`src/rtl/emmc_phy_pkg.sv`:
```
// Package: shared types and fixed thresholds of the eMMC PHY sequencer.
// Assumes clock values are carried in kHz.
package emmc_phy_pkg;

    typedef enum logic [1:0] {
        BAND_200 = 2'd0,
        BAND_50  = 2'd1,
        BAND_100 = 2'd2,
        BAND_150 = 2'd3
    } band_t;

    localparam int unsigned EDGE_LO_KHZ  = 75000;
    localparam int unsigned EDGE_MID_KHZ = 125000;
    localparam int unsigned EDGE_HI_KHZ  = 175000;
    localparam int unsigned ID_RATE_KHZ  = 400;

    typedef enum logic [3:0] {
        ST_IDLE,
        ST_OFF_CAL,
        ST_OFF_DLL,
        ST_CFG,
        ST_SETTLE,
        ST_CAL_WAIT,
        ST_FREQ,
        ST_DLL_ON,
        ST_STRB,
        ST_POLL,
        ST_PD_CAL,
        ST_PD_DLL,
        ST_DONE
    } seq_st_t;

endpackage

```
`src/rtl/band_sel.sv`:
```
// band_sel: maps a requested card clock (kHz) to the 2-bit DLL band code.
// Purely combinational. Assumes CLK_W is wide enough to hold 175000.
module band_sel
    import emmc_phy_pkg::*;
#(
    parameter int CLK_W = 20
) (
    input  logic [CLK_W-1:0] khz_i,
    output band_t            band_o
);
    localparam logic [CLK_W-1:0] LO_K  = CLK_W'(EDGE_LO_KHZ);
    localparam logic [CLK_W-1:0] MID_K = CLK_W'(EDGE_MID_KHZ);
    localparam logic [CLK_W-1:0] HI_K  = CLK_W'(EDGE_HI_KHZ);

    // pick the band by comparing against the three fixed edges
    always_comb begin
        if (khz_i < LO_K)       band_o = BAND_50;
        else if (khz_i < MID_K) band_o = BAND_100;
        else if (khz_i < HI_K)  band_o = BAND_150;
        else                    band_o = BAND_200;
    end
endmodule

```
`src/rtl/us_timer.sv`:
```
// us_timer: divides the system clock by TICK_DIV into a microsecond tick and
// counts elapsed microseconds. clr_i restarts both the prescaler and the count,
// so a wait that starts on a clear lasts whole microseconds.
module us_timer #(
    parameter int TICK_DIV = 4,
    parameter int CNT_W    = 10
) (
    input  logic             clk,
    input  logic             rst_n,
    input  logic             clr_i,
    output logic             tick_o,
    output logic [CNT_W-1:0] us_o
);
    localparam int PW = (TICK_DIV > 1) ? $clog2(TICK_DIV) : 1;
    localparam logic [PW-1:0] LAST = PW'(TICK_DIV - 1);

    logic [PW-1:0] presc;

    assign tick_o = (presc == LAST);

    // prescaler and microsecond counter
    always_ff @(posedge clk) begin
        if (!rst_n || clr_i) begin
            presc <= '0;
            us_o  <= '0;
        end else if (tick_o) begin
            presc <= '0;
            us_o  <= us_o + 1'b1;
        end else begin
            presc <= presc + 1'b1;
        end
    end


    us_hold_chk: assert property (@(posedge clk) disable iff (!rst_n)
        (!clr_i && !tick_o) |=> $stable(us_o));


    us_restart_chk: assert property (@(posedge clk) disable iff (!rst_n)
        clr_i |=> (us_o == '0));
endmodule

```
`src/rtl/emmc_phy_seq.sv`:
```
// emmc_phy_seq: sequences eMMC PHY power-down / calibration / DLL bring-up.
// Assumes the PHY status inputs are already synchronous to clk and that
// clk_khz_i is stable while start_i is high.
module emmc_phy_seq
    import emmc_phy_pkg::*;
#(
    parameter int CLK_W      = 20,
    parameter int TICK_DIV   = 4,
    parameter int SETTLE_US  = 3,
    parameter int CAL_US     = 500,
    parameter int DLL_TMO_US = 50
) (
    input  logic             clk,
    input  logic             rst_n,
    input  logic             start_i,
    input  logic [CLK_W-1:0] clk_khz_i,
    input  logic             off_i,
    input  logic             cal_done_i,
    input  logic             dll_rdy_i,
    output logic             cal_en_o,
    output logic [1:0]       freq_sel_o,
    output logic             dll_en_o,
    output logic             strobe_ren_o,
    output logic             busy_o,
    output logic             done_o,
    output logic             cal_tmo_o,
    output logic             dll_tmo_o
);
    localparam int MAX_US = (CAL_US > SETTLE_US)
                          ? ((CAL_US > DLL_TMO_US) ? CAL_US : DLL_TMO_US)
                          : ((SETTLE_US > DLL_TMO_US) ? SETTLE_US : DLL_TMO_US);
    localparam int CNT_W = $clog2(MAX_US + 1) + 1;
    localparam logic [CNT_W-1:0] SETTLE_N = CNT_W'(SETTLE_US);
    localparam logic [CNT_W-1:0] CAL_N    = CNT_W'(CAL_US);
    localparam logic [CNT_W-1:0] DLL_LAST = CNT_W'(DLL_TMO_US - 1);
    localparam logic [CLK_W-1:0] ID_K     = CLK_W'(ID_RATE_KHZ);

    seq_st_t          state, state_nx;
    logic [CLK_W-1:0] cur_khz, tgt_khz;
    logic             tick;
    logic [CNT_W-1:0] us_cnt;
    band_t            band;
    logic             need_cycle, accept;

    band_sel #(.CLK_W(CLK_W)) u_band (
        .khz_i  (tgt_khz),
        .band_o (band)
    );

    us_timer #(.TICK_DIV(TICK_DIV), .CNT_W(CNT_W)) u_timer (
        .clk    (clk),
        .rst_n  (rst_n),
        .clr_i  (state != state_nx),
        .tick_o (tick),
        .us_o   (us_cnt)
    );

    assign need_cycle = (clk_khz_i != cur_khz) && (clk_khz_i > ID_K);
    assign accept     = (state == ST_IDLE) && (start_i || off_i);
    assign busy_o     = (state != ST_IDLE);
    assign done_o     = (state == ST_DONE);

    // next-state selection
    always_comb begin
        state_nx = state;
        unique case (state)
            ST_IDLE: begin
                if (off_i)        state_nx = ST_PD_CAL;
                else if (start_i) state_nx = need_cycle ? ST_OFF_CAL : ST_DONE;
            end
            ST_OFF_CAL:  state_nx = ST_OFF_DLL;
            ST_OFF_DLL:  state_nx = ST_CFG;
            ST_CFG:      state_nx = ST_SETTLE;
            ST_SETTLE:   if (us_cnt == SETTLE_N) state_nx = ST_CAL_WAIT;
            ST_CAL_WAIT: if (us_cnt == CAL_N)
                             state_nx = cal_done_i ? ST_FREQ : ST_DONE;
            ST_FREQ:     state_nx = ST_DLL_ON;
            ST_DLL_ON:   state_nx = ST_STRB;
            ST_STRB:     state_nx = ST_POLL;
            ST_POLL:     if (tick && (dll_rdy_i || us_cnt == DLL_LAST))
                             state_nx = ST_DONE;
            ST_PD_CAL:   state_nx = ST_PD_DLL;
            ST_PD_DLL:   state_nx = ST_DONE;
            ST_DONE:     state_nx = ST_IDLE;
            default:     state_nx = ST_IDLE;
        endcase
    end

    // state register, PHY controls, flags and clock bookkeeping
    always_ff @(posedge clk) begin
        if (!rst_n) begin
            state        <= ST_IDLE;
            cur_khz      <= '0;
            tgt_khz      <= '0;
            cal_en_o     <= 1'b0;
            dll_en_o     <= 1'b0;
            strobe_ren_o <= 1'b0;
            freq_sel_o   <= 2'd0;
            cal_tmo_o    <= 1'b0;
            dll_tmo_o    <= 1'b0;
        end else begin
            state <= state_nx;
            if (accept) begin
                cal_tmo_o <= 1'b0;
                dll_tmo_o <= 1'b0;
            end
            if (state == ST_IDLE && !off_i && start_i) begin
                cur_khz <= clk_khz_i;
                tgt_khz <= clk_khz_i;
            end
            case (state)
                ST_OFF_CAL, ST_PD_CAL: cal_en_o <= 1'b0;
                ST_OFF_DLL:  dll_en_o <= 1'b0;
                ST_PD_DLL: begin
                    dll_en_o <= 1'b0;
                    cur_khz  <= '0;
                end
                ST_CFG:      strobe_ren_o <= 1'b0;
                ST_SETTLE:   if (state_nx == ST_CAL_WAIT) cal_en_o <= 1'b1;
                ST_CAL_WAIT: if (us_cnt == CAL_N && !cal_done_i) cal_tmo_o <= 1'b1;
                ST_FREQ:     freq_sel_o <= band;
                ST_DLL_ON:   dll_en_o <= 1'b1;
                ST_STRB:     strobe_ren_o <= 1'b1;
                ST_POLL:     if (tick && !dll_rdy_i && us_cnt == DLL_LAST)
                                 dll_tmo_o <= 1'b1;
                default: ;
            endcase
        end
    end


    dll_needs_cal_chk: assert property (@(posedge clk) disable iff (!rst_n)
        $rose(dll_en_o) |-> cal_en_o);


    cal_fail_no_dll_chk: assert property (@(posedge clk) disable iff (!rst_n)
        cal_tmo_o |-> (!dll_en_o && !strobe_ren_o));


    strobe_follows_dll_chk: assert property (@(posedge clk) disable iff (!rst_n)
        $rose(dll_en_o) |=> strobe_ren_o);


    freq_before_dll_chk: assert property (@(posedge clk) disable iff (!rst_n)
        $rose(dll_en_o) |-> $stable(freq_sel_o));


    dll_tmo_context_chk: assert property (@(posedge clk) disable iff (!rst_n)
        $rose(dll_tmo_o) |-> (dll_en_o && strobe_ren_o && done_o));


    off_order_chk: assert property (@(posedge clk) disable iff (!rst_n)
        $fell(dll_en_o) |-> !cal_en_o);


    done_pulse_chk: assert property (@(posedge clk) disable iff (!rst_n)
        done_o |=> !done_o);


    skip_done_chk: assert property (@(posedge clk) disable iff (!rst_n)
        (!busy_o && start_i && !off_i && !need_cycle) |=> done_o);
endmodule

```
`config.mk`:
```
export PLATFORM = sky130hd
export DESIGN_NAME = emmc_phy_seq
export DESIGN_NICKNAME = d
export VERILOG_FILES = /design/src/rtl/emmc_phy_pkg.sv /design/src/rtl/band_sel.sv /design/src/rtl/us_timer.sv /design/src/rtl/emmc_phy_seq.sv
export SDC_FILE = /design/constraint.sdc
export NUM_CORES = 1
export LEC_CHECK = 0
export CAP_MARGIN = 20
export CORE_MARGIN = 2
export CORE_UTILIZATION = 24
export CTS_CLUSTER_DIAMETER = 150
export DETAILED_ROUTE_END_ITERATION = 10
export HOLD_SLACK_MARGIN = 0.06
export PLACE_DENSITY_LB_ADDON = 0.12
export SYNTH_ARGS = -nofsm -noshare
export SYNTH_HDL_FRONTEND = slang
export SYNTH_HIERARCHICAL = 1
export SYNTH_SLANG_ARGS = --single-unit
```
`constraint.sdc`:
```
create_clock -name clk -period 2.7 [get_ports clk]
set_input_delay 0.54 -clock clk [delete_from_list [all_inputs] [get_ports clk]]
set_output_delay 0.54 -clock clk [all_outputs]
set_load 0.02 [all_outputs]
```
# After elaboration in Yosys (flattened, before gate mapping)

Index checks and enable logic that the tools add are counted.

Add/subtract/negate cells: 2
Order comparisons: 4
Eq/ne operators: 20
Mux-type cells: 21
Bitwise operators: 1
Reductions and logical operators: 25

Operator list:

| cell                                                           | count |
|---|---|
| one-hot mux 4 bit (12 select lines)                            | 1 |
| less-than comparator 20 x 17 -> 1 bit, second input constant   | 2 |
| two-way mux 4 bit                                              | 7 |
| == test 4 x 3 -> 1 bit, second input constant                  | 5 |
| == test 4 bit, second input constant                           | 5 |
| greater-than comparator 20 x 9 -> 1 bit, second input constant | 1 |
| less-than comparator 20 x 18 -> 1 bit, second input constant   | 1 |
| inequality test 20 bit                                         | 1 |
| adder 10 x 1 -> 10 bit, second input constant                  | 1 |
| == test 10 x 2 -> 1 bit, second input constant                 | 1 |
| == test 10 x 6 -> 1 bit, second input constant                 | 1 |
| == test 10 x 9 -> 1 bit, second input constant                 | 1 |
| == test 4 x 2 -> 1 bit, second input constant                  | 2 |
| logical AND 1 bit                                              | 8 |
| OR reduction 2 bit                                             | 4 |
| two-way mux 1 bit                                              | 7 |
| two-way mux 2 bit                                              | 3 |
| one-hot mux 1 bit (2 select lines)                             | 3 |
| nonzero test 2 bit                                             | 3 |
| == test 4 x 1 -> 1 bit, second input constant                  | 1 |
| zero test 1 bit                                                | 4 |
| zero test 4 bit                                                | 1 |
| inequality test 4 bit                                          | 1 |
| nonzero test 4 bit                                             | 1 |
| 6 further kinds                                                | 8 |

Flip-flop bits (word level): 63
Bits of input ports: 26
Output and inout bits: 9
Logic and storage cells: 84

# Logic depth before layout (Yosys ltp)

Gate-level depths: netlist (run 1).

Depth after elaboration: 9
Mapped depth: 10
Mapped depth without buffers: 9

# Modules after synthesis

The synthesis (run 1) kept the hierarchy.

Modules (own cells, without submodules):

| module       | times used | cells each | area an instance (um2) | sequential area each (um2) |
|---|---|---|---|---|
| emmc_phy_seq | 1          | 290        | 2389.8                 | 1021.0 |
| us_timer     | 1          | 53         | 509.2                  | 240.2 |
| band_sel     | 1          | 27         | 168.9                  | 0.0 |

# Worst setup path before layout (run 1)

No wires, ideal clock.

Kind: reg2reg
Start: register u_timer.us_o[3]
End: register u_timer.us_o[0]
Library setup time: 0.128 ns
Data arrival time: 2.183 ns
Required time: 2.572 ns
Slack: 0.389 ns
Stages on the path, launching flop included: 10
Path buffers: 1
Period minus slack after synthesis: 2.311 ns
Cell sequence: dfxtp_1 -> or4b_1 -> or4_4 -> o21ai_2 -> nor2_1 -> o21a_1 -> o22ai_1 -> nand2b_1 -> clkbuf_1 -> nor2_1

Cells in the longest elaborated chain, start to end: 7
Elaborated cells between the ends (all ways): 11
Those cells by class: eq/ne (4); mux (4); reduce/logical (3)

RTL lines:

| element                                 | RTL line           | source |
|---|---|---|
| start, declared                         | us_timer.sv:12     | `output logic [CNT_W-1:0] us_o` |
| start signal, assigned                  | us_timer.sv:28     | `us_o <= us_o + 1'b1;` |
| == test 10 x 6 -> 1 bit                 | emmc_phy_seq.sv:80 | `ST_POLL: if (tick && (dll_rdy_i \|\| us_cnt == DLL_LAST))` |
| logical OR 1 bit                        | emmc_phy_seq.sv:80 |  |
| logical AND 1 bit                       | emmc_phy_seq.sv:80 |  |
| two-way mux 4 bit                       | emmc_phy_seq.sv:80 |  |
| one-hot mux 4 bit (12 select lines) (*) | emmc_phy_seq.sv:66 | `unique case (state)` |
| inequality test 4 bit (*)               | emmc_phy_seq.sv:53 | `.clr_i (state != state_nx),` |
| logical OR 1 bit (*)                    | us_timer.sv:23     | `if (!rst_n \|\| clr_i) begin` |

Mark *: on every way between the ends. The rest lies on a longest branch, timed or not.
A chain may end at the register's enable or synchronous reset.

# Worst setup path in the final report (run 1)

Start: register u_timer.us_o[9]
End: register u_timer.presc[1]

Cells in the longest elaborated chain, start to end: 8
Elaborated cells between the ends (all ways): 12
Those cells by class: eq/ne (4); mux (4); reduce/logical (4)

RTL lines:

| element                                 | RTL line           | source |
|---|---|---|
| == test 10 x 6 -> 1 bit                 | emmc_phy_seq.sv:80 |  |
| logical OR 1 bit                        | emmc_phy_seq.sv:80 |  |
| logical AND 1 bit                       | emmc_phy_seq.sv:80 |  |
| two-way mux 4 bit                       | emmc_phy_seq.sv:80 |  |
| one-hot mux 4 bit (12 select lines) (*) | emmc_phy_seq.sv:66 |  |
| inequality test 4 bit (*)               | emmc_phy_seq.sv:53 |  |
| logical OR 1 bit (*)                    | us_timer.sv:23     |  |
| OR reduction 2 bit (no source line) (*) | --                 |  |
| end signal, assigned                    | us_timer.sv:30     | `presc <= presc + 1'b1;` |
| end, declared                           | us_timer.sv:17     | `logic [PW-1:0] presc;` |

Marks and branches as above.

==> results.tsv, run 1 <==
metric	value	unit
placed_cells	570	
syn_to_final_growth	33.74	%
die_area	13300	µm²
insertion_delay	0.33	ns
htree_levels	3	
hold_viol	0	
clkTransAtPathRegs	0.05	ns
ir_drop	252.7	µV
drc	0	
die-height	115.3	µm
area.sequential	1201	µm²
detail_route.wl_per_cell	14.29	µm
fin_crit_sh	91.45	%
finClkSkew	0.006199	ns
hold_buffers	0	
fin_ws	0.2309	ns
diodes	0	
stdcell_count	585	
ff2ff_setup_slack	0.23	ns
dp_slack	-0.1066	ns
crit_path_top_delay_cell	or4_4	
p_per_area	737.9	nW/µm²
syn_inst	361	
hold_class	flip-flop to flip-flop	
ys.warnings.count	6	
rsz0062_at_grt	no	
max_clock_freq	405.0	MHz
worst_pin_slew	0.3996	ns
endpoint_kind	flip-flop	
post_synth_instance_area	2974	µm²
cts_buffer_depth	2	
grt_max_degree	38	
fillerInstances	1272	
worstSetupPathType	flip-flop to flip-flop	
synth_nets	389	
multi_input_area	1683	µm²
finish.net_count	441	
first_iter_violations	131	
num_rows	40	
drive_gt1_share	12.23	%
vias_per_cell	4.670	
avgSynthCellArea	8.239	µm²
cp-start-kind	flip-flop	
max-cap-violations	0	
power.leakage	1.437	nW
status	finished clean	
maxSlewViolCount	0	
ant_nets	0	
top_layer_used	met4	
holdWs	0.4268	ns
numClockSinks	60	
post_cts_buffers	0	
drt_pre_antenna_iters	4	
core_area	12060	µm²
route.met3.wl	312	µm
grt.total_usage	13.49	%
slowest_delay	0.56	ns
cp.required	2.96	ns
path_max_fanout	12	
slew_headroom	73.36	%
period_minus_slack	2.469	ns
io_buffers	34	
wl_met1	3.902	mm
ioPinCount	35	
grt_pass1_wl	13.70	mm
dpl.hpwl	5.989	mm
floorplan.initialDensity	24.66	%
path_cells	or4b_1, or4_4, o21ai_2, a31oi_1, a21oi_1, o22ai_1, nand2b_1, buf_12, nor3b_1	
place_congestion	0.8090	
cp.arrival	2.72	ns
grt_antenna_before_repair	0	
cts_tree	done	
cts_buffers	9	
wl_met2	3.956	mm
cts-root-buf	clkbuf_16	
die_w	115.3	µm
grt_pass1_vias	2703	
setup_viol	0	
post_cts_resized	0	
wirelength	8.361	mm
grt.overflow.total	0	
vias	2732	
-- layout make-up --
| type | instances | share of cell area, % |
|---|---|---|
| inverters | 4 | 0.3775 |
| flip-flops and latches | 60 | 30.20 |
| multi-input cells | 280 | 42.31 |
| clock buffers | 12 | 6.700 |
| repair buffers | 58 | 13.40 |
| well taps | 168 | 5.285 |
| clock inverters | 3 | 1.730 |
-- final timing paths --
path / to / start / depth (start not counted)
setup reg to reg: u_timer/presc[1] / u_timer/us_o[9] / 9
hold reg to reg: u_timer/presc[0] / u_timer/presc[0] / 1
hold / removal: u_timer/presc[0] / u_timer/presc[0] / 1
setup / recovery: u_timer/presc[1] / u_timer/us_o[9] / 9
-- registers in the layout (all words and copies together), names as in the netlist --
register	cells
cur_khz	20
tgt_khz	17
u_timer/us_o	10
state	4
freq_sel_o	2
u_timer/presc	2
cal_en_o	1
cal_tmo_o	1
dll_en_o	1
dll_tmo_o	1
strobe_ren_o	1
-- worst max-delay path: cells and delay by family, from the launching register on --
family | cells | cell delay (ns)
AND/OR/NAND/NOR | 4 | 1.46
AO/OA/AOI/OAI | 4 | 0.44
flip-flops | 1 | 0.33
buffers and inverters | 1 | 0.17
-- layer usage --
layer | global-route usage [%] | vias to the layer above
met2 | 21.36 | 61
met4 | 4.819 | 0
li1 | - | 1382
met5 | 0 | -
met1 | 16.97 | 1270
met3 | 4.744 | 19
-- cell usage in the layout (no fill, tap or decap), types with 3 or more instances in the layout --
master and instances:
o21ai_0 11, nor3b_1 3, nand2_1 72, clkdlybuf4s50_1 34, clkbuf_16 9, nor3_1 8
o31ai_1 4, nand3_1 7, clkbuf_8 3, nor2b_1 9, nand2b_1 4, inv_1 4
xor2_1 23, or3_1 4, buf_4 23, mux2i_1 3, nor2_1 17, nand4_1 4
a21boi_0 17, nand3b_1 3, and2_1 4, dfxtp_1 60, a31oi_1 4, o22ai_1 3
a21oi_1 30, nor4_1 9
-- through the flow --
step	area, µm²	power, mW	utilization (%)	setup TNS (ns)
2_1_floorplan	2974	1.424	-	0
3_3_place_gp	3642	1.673	30.20	-0.8020
3_5_place_dp	3642	1.673	30.20	-0.5674
4_1_cts	3978	2.977	32.98	0
5_1_grt	3978	3.096	32.98	0
6_report	3978	2.935	32.98	0
-- power breakdown --
| group | internal, mW | leakage [nW] | switching, mW |
|---|---|---|---|
| clock | 0.879 | 0.165 | 0.406 |
| combinational | 0.278 | 0.785 | 0.361 |
| sequential | 0.960 | 0.487 | 0.0516 |
Note: power is estimated with default switching activity, not from simulation.
==> run 2, diff against run 1 <==
CAP_MARGIN = unset   (was 20)
TNS_END_PERCENT = 5   (was unset)
==> results of run 2 <==
The final DEF is identical to that of run 1; final timing and power are the same.
==> run 3, diff against run 2 <==
GPL_TIMING_DRIVEN = 0   (was unset)
==> results.tsv, run 3 (synthesis gave the netlist of run 1 again) <==
metric	value	unit
route.met3.wl	347	µm
cts_buffer_depth	2	
grt_pass1_wl	14.00	mm
clkTransAtPathRegs	0.05	ns
vias_per_cell	4.694	
worstSetupPathType	flip-flop to primary output	
floorplan.initialDensity	24.66	%
drc	0	
grt.total_usage	13.62	%
io_buffers	34	
ff2ff_setup_slack	0.18	ns
final_util	31.52	%
setup_viol	0	
numClockSinks	60	
cp-start-kind	flip-flop	
wirelength	8.447	mm
die-height	115.3	µm
fin_ws	0.1811	ns
cts_tree	done	
grt.overflow.total	0	
hold_class	flip-flop to flip-flop	
cts_buffers	9	
finClkSkew	0.006956	ns
wl_met2	3.973	mm
core_area	12060	µm²
grt_max_degree	11	
detail_route.wl_per_cell	14.66	µm
final_cell_mix	nand2_1 (72), dfxtp_1 (60), clkdlybuf4s50_1 (34), a21oi_1 (30), xor2_1 (23)	
cts-root-buf	clkbuf_16	
worst_pin_slew	0.5359	ns
layout_commonest_cell	nand2_1	
finish.net_count	434	
slew_headroom	64.28	%
cp.arrival	1.98	ns
largest_reg_flops	20	
post_cts_buffers	0	
grt_antenna_before_repair	0	
dpl.hpwl	6.255	mm
first_iter_violations	93	
regMostFlops	cur_khz	
hold_buffers	0	
post_dp_cell_area	3525	µm²
grt_pass1_vias	2733	
insertion_delay	0.33	ns
wl_met1	4.009	mm
ir_drop	256.3	µV
diodes	0	
num_rows	40	
top_layer_used	met4	
p_per_area	684.8	nW/µm²
drive_gt1_share	8.578	%
endpoint_kind	primary output	
drt_pre_antenna_iters	4	
status	finished clean	
max-cap-violations	0	
ioPinCount	35	
maxSlewViolCount	0	
power.leakage	1.320	nW
period_minus_slack	2.519	ns
die_area	13300	µm²
die_w	115.3	µm
fin_crit_sh	93.29	%
syn_to_final_growth	27.85	%
path_max_fanout	10	
dp_slack	-0.6938	ns
vias	2704	
cp.required	2.16	ns
final_cell_area	3802	µm²
top_regs	cur_khz (20), tgt_khz (17), u_timer/us_o (10)	
fillerInstances	1283	
ant_nets	0	
hold_viol	0	
holdWs	0.4328	ns
rsz0062_at_grt	yes	
htree_levels	3	
max_clock_freq	397.0	MHz
fin_tns_setup	0	ns
place_congestion	0.8421	
[run 3: changes by cell type in the layout (fill, tap and decap cells not counted), moves of 2 or more]
cell,before,now
buf_2,0,3
clkbuf_2,0,2
nor4_2,1,3
buf_4,23,0
nor4_1,9,7
bufinv_16,2,0
clkbuf_1,0,10
clkbuf_8,3,0
clkinv_2,0,4
[run 3: layer usage]
layer | global-route usage [%] | up-vias
li1 | - | 1371
met1 | 17.19 | 1262
met2 | 22.65 | 60
met3 | 3.690 | 11
met4 | 4.177 | 0
met5 | 0 | -
[run 3: path summary, 6_finish.rpt]
path | end | from | cells after the start
max | done_o | state[3] | 4
min | u_timer/presc[0] | u_timer/presc[0] | 1
max reg2reg | u_timer/us_o[5] | u_timer/us_o[3] | 9
min reg2reg | u_timer/presc[0] | u_timer/presc[0] | 1
[run 3: report_power, final]
group / total [mW] / internal, mW / switching [mW]
Sequential: 1.03 / 0.960 / 0.0725
Clock: 0.983 / 0.597 / 0.386
Combinational: 0.588 / 0.248 / 0.340
Total: 2.60 / 1.81 / 0.799
[run 3: through the flow]
stage               power [mW]  std cells
CTS                      2.635        576
floorplan                1.424        361
global route             2.755        576
global placement         1.632        563
finish                   2.604        576
detailed placement       1.630        563
[run 3: worst max-delay path, cell delays in order (launching register included)]
cell             delay, ns
dfxtp_1               0.42
clkbuf_2              0.25
nand2_1               0.12
nor3_1                0.20
clkdlybuf4s50_1       0.65
[run 3: final cells by class]
class	instances	area (µm²)	share of cell area [%]
Multi-Input combinational cell	280	1709	44.95
Sequential cell	60	1201	31.59
Timing Repair Buffer	34	340.3	8.950
Clock buffer	9	225.2	5.923
Tap cell	168	210.2	5.528
Buffer	17	81.33	2.139
Clock inverter	4	20.02	0.5265
Inverter	4	15.01	0.3949
[run 3: what timing repair did]
item                                    CTS  global route
endpoints found under the setup margin   10            11
pin swaps                                 0             0
resized for setup                         3             8
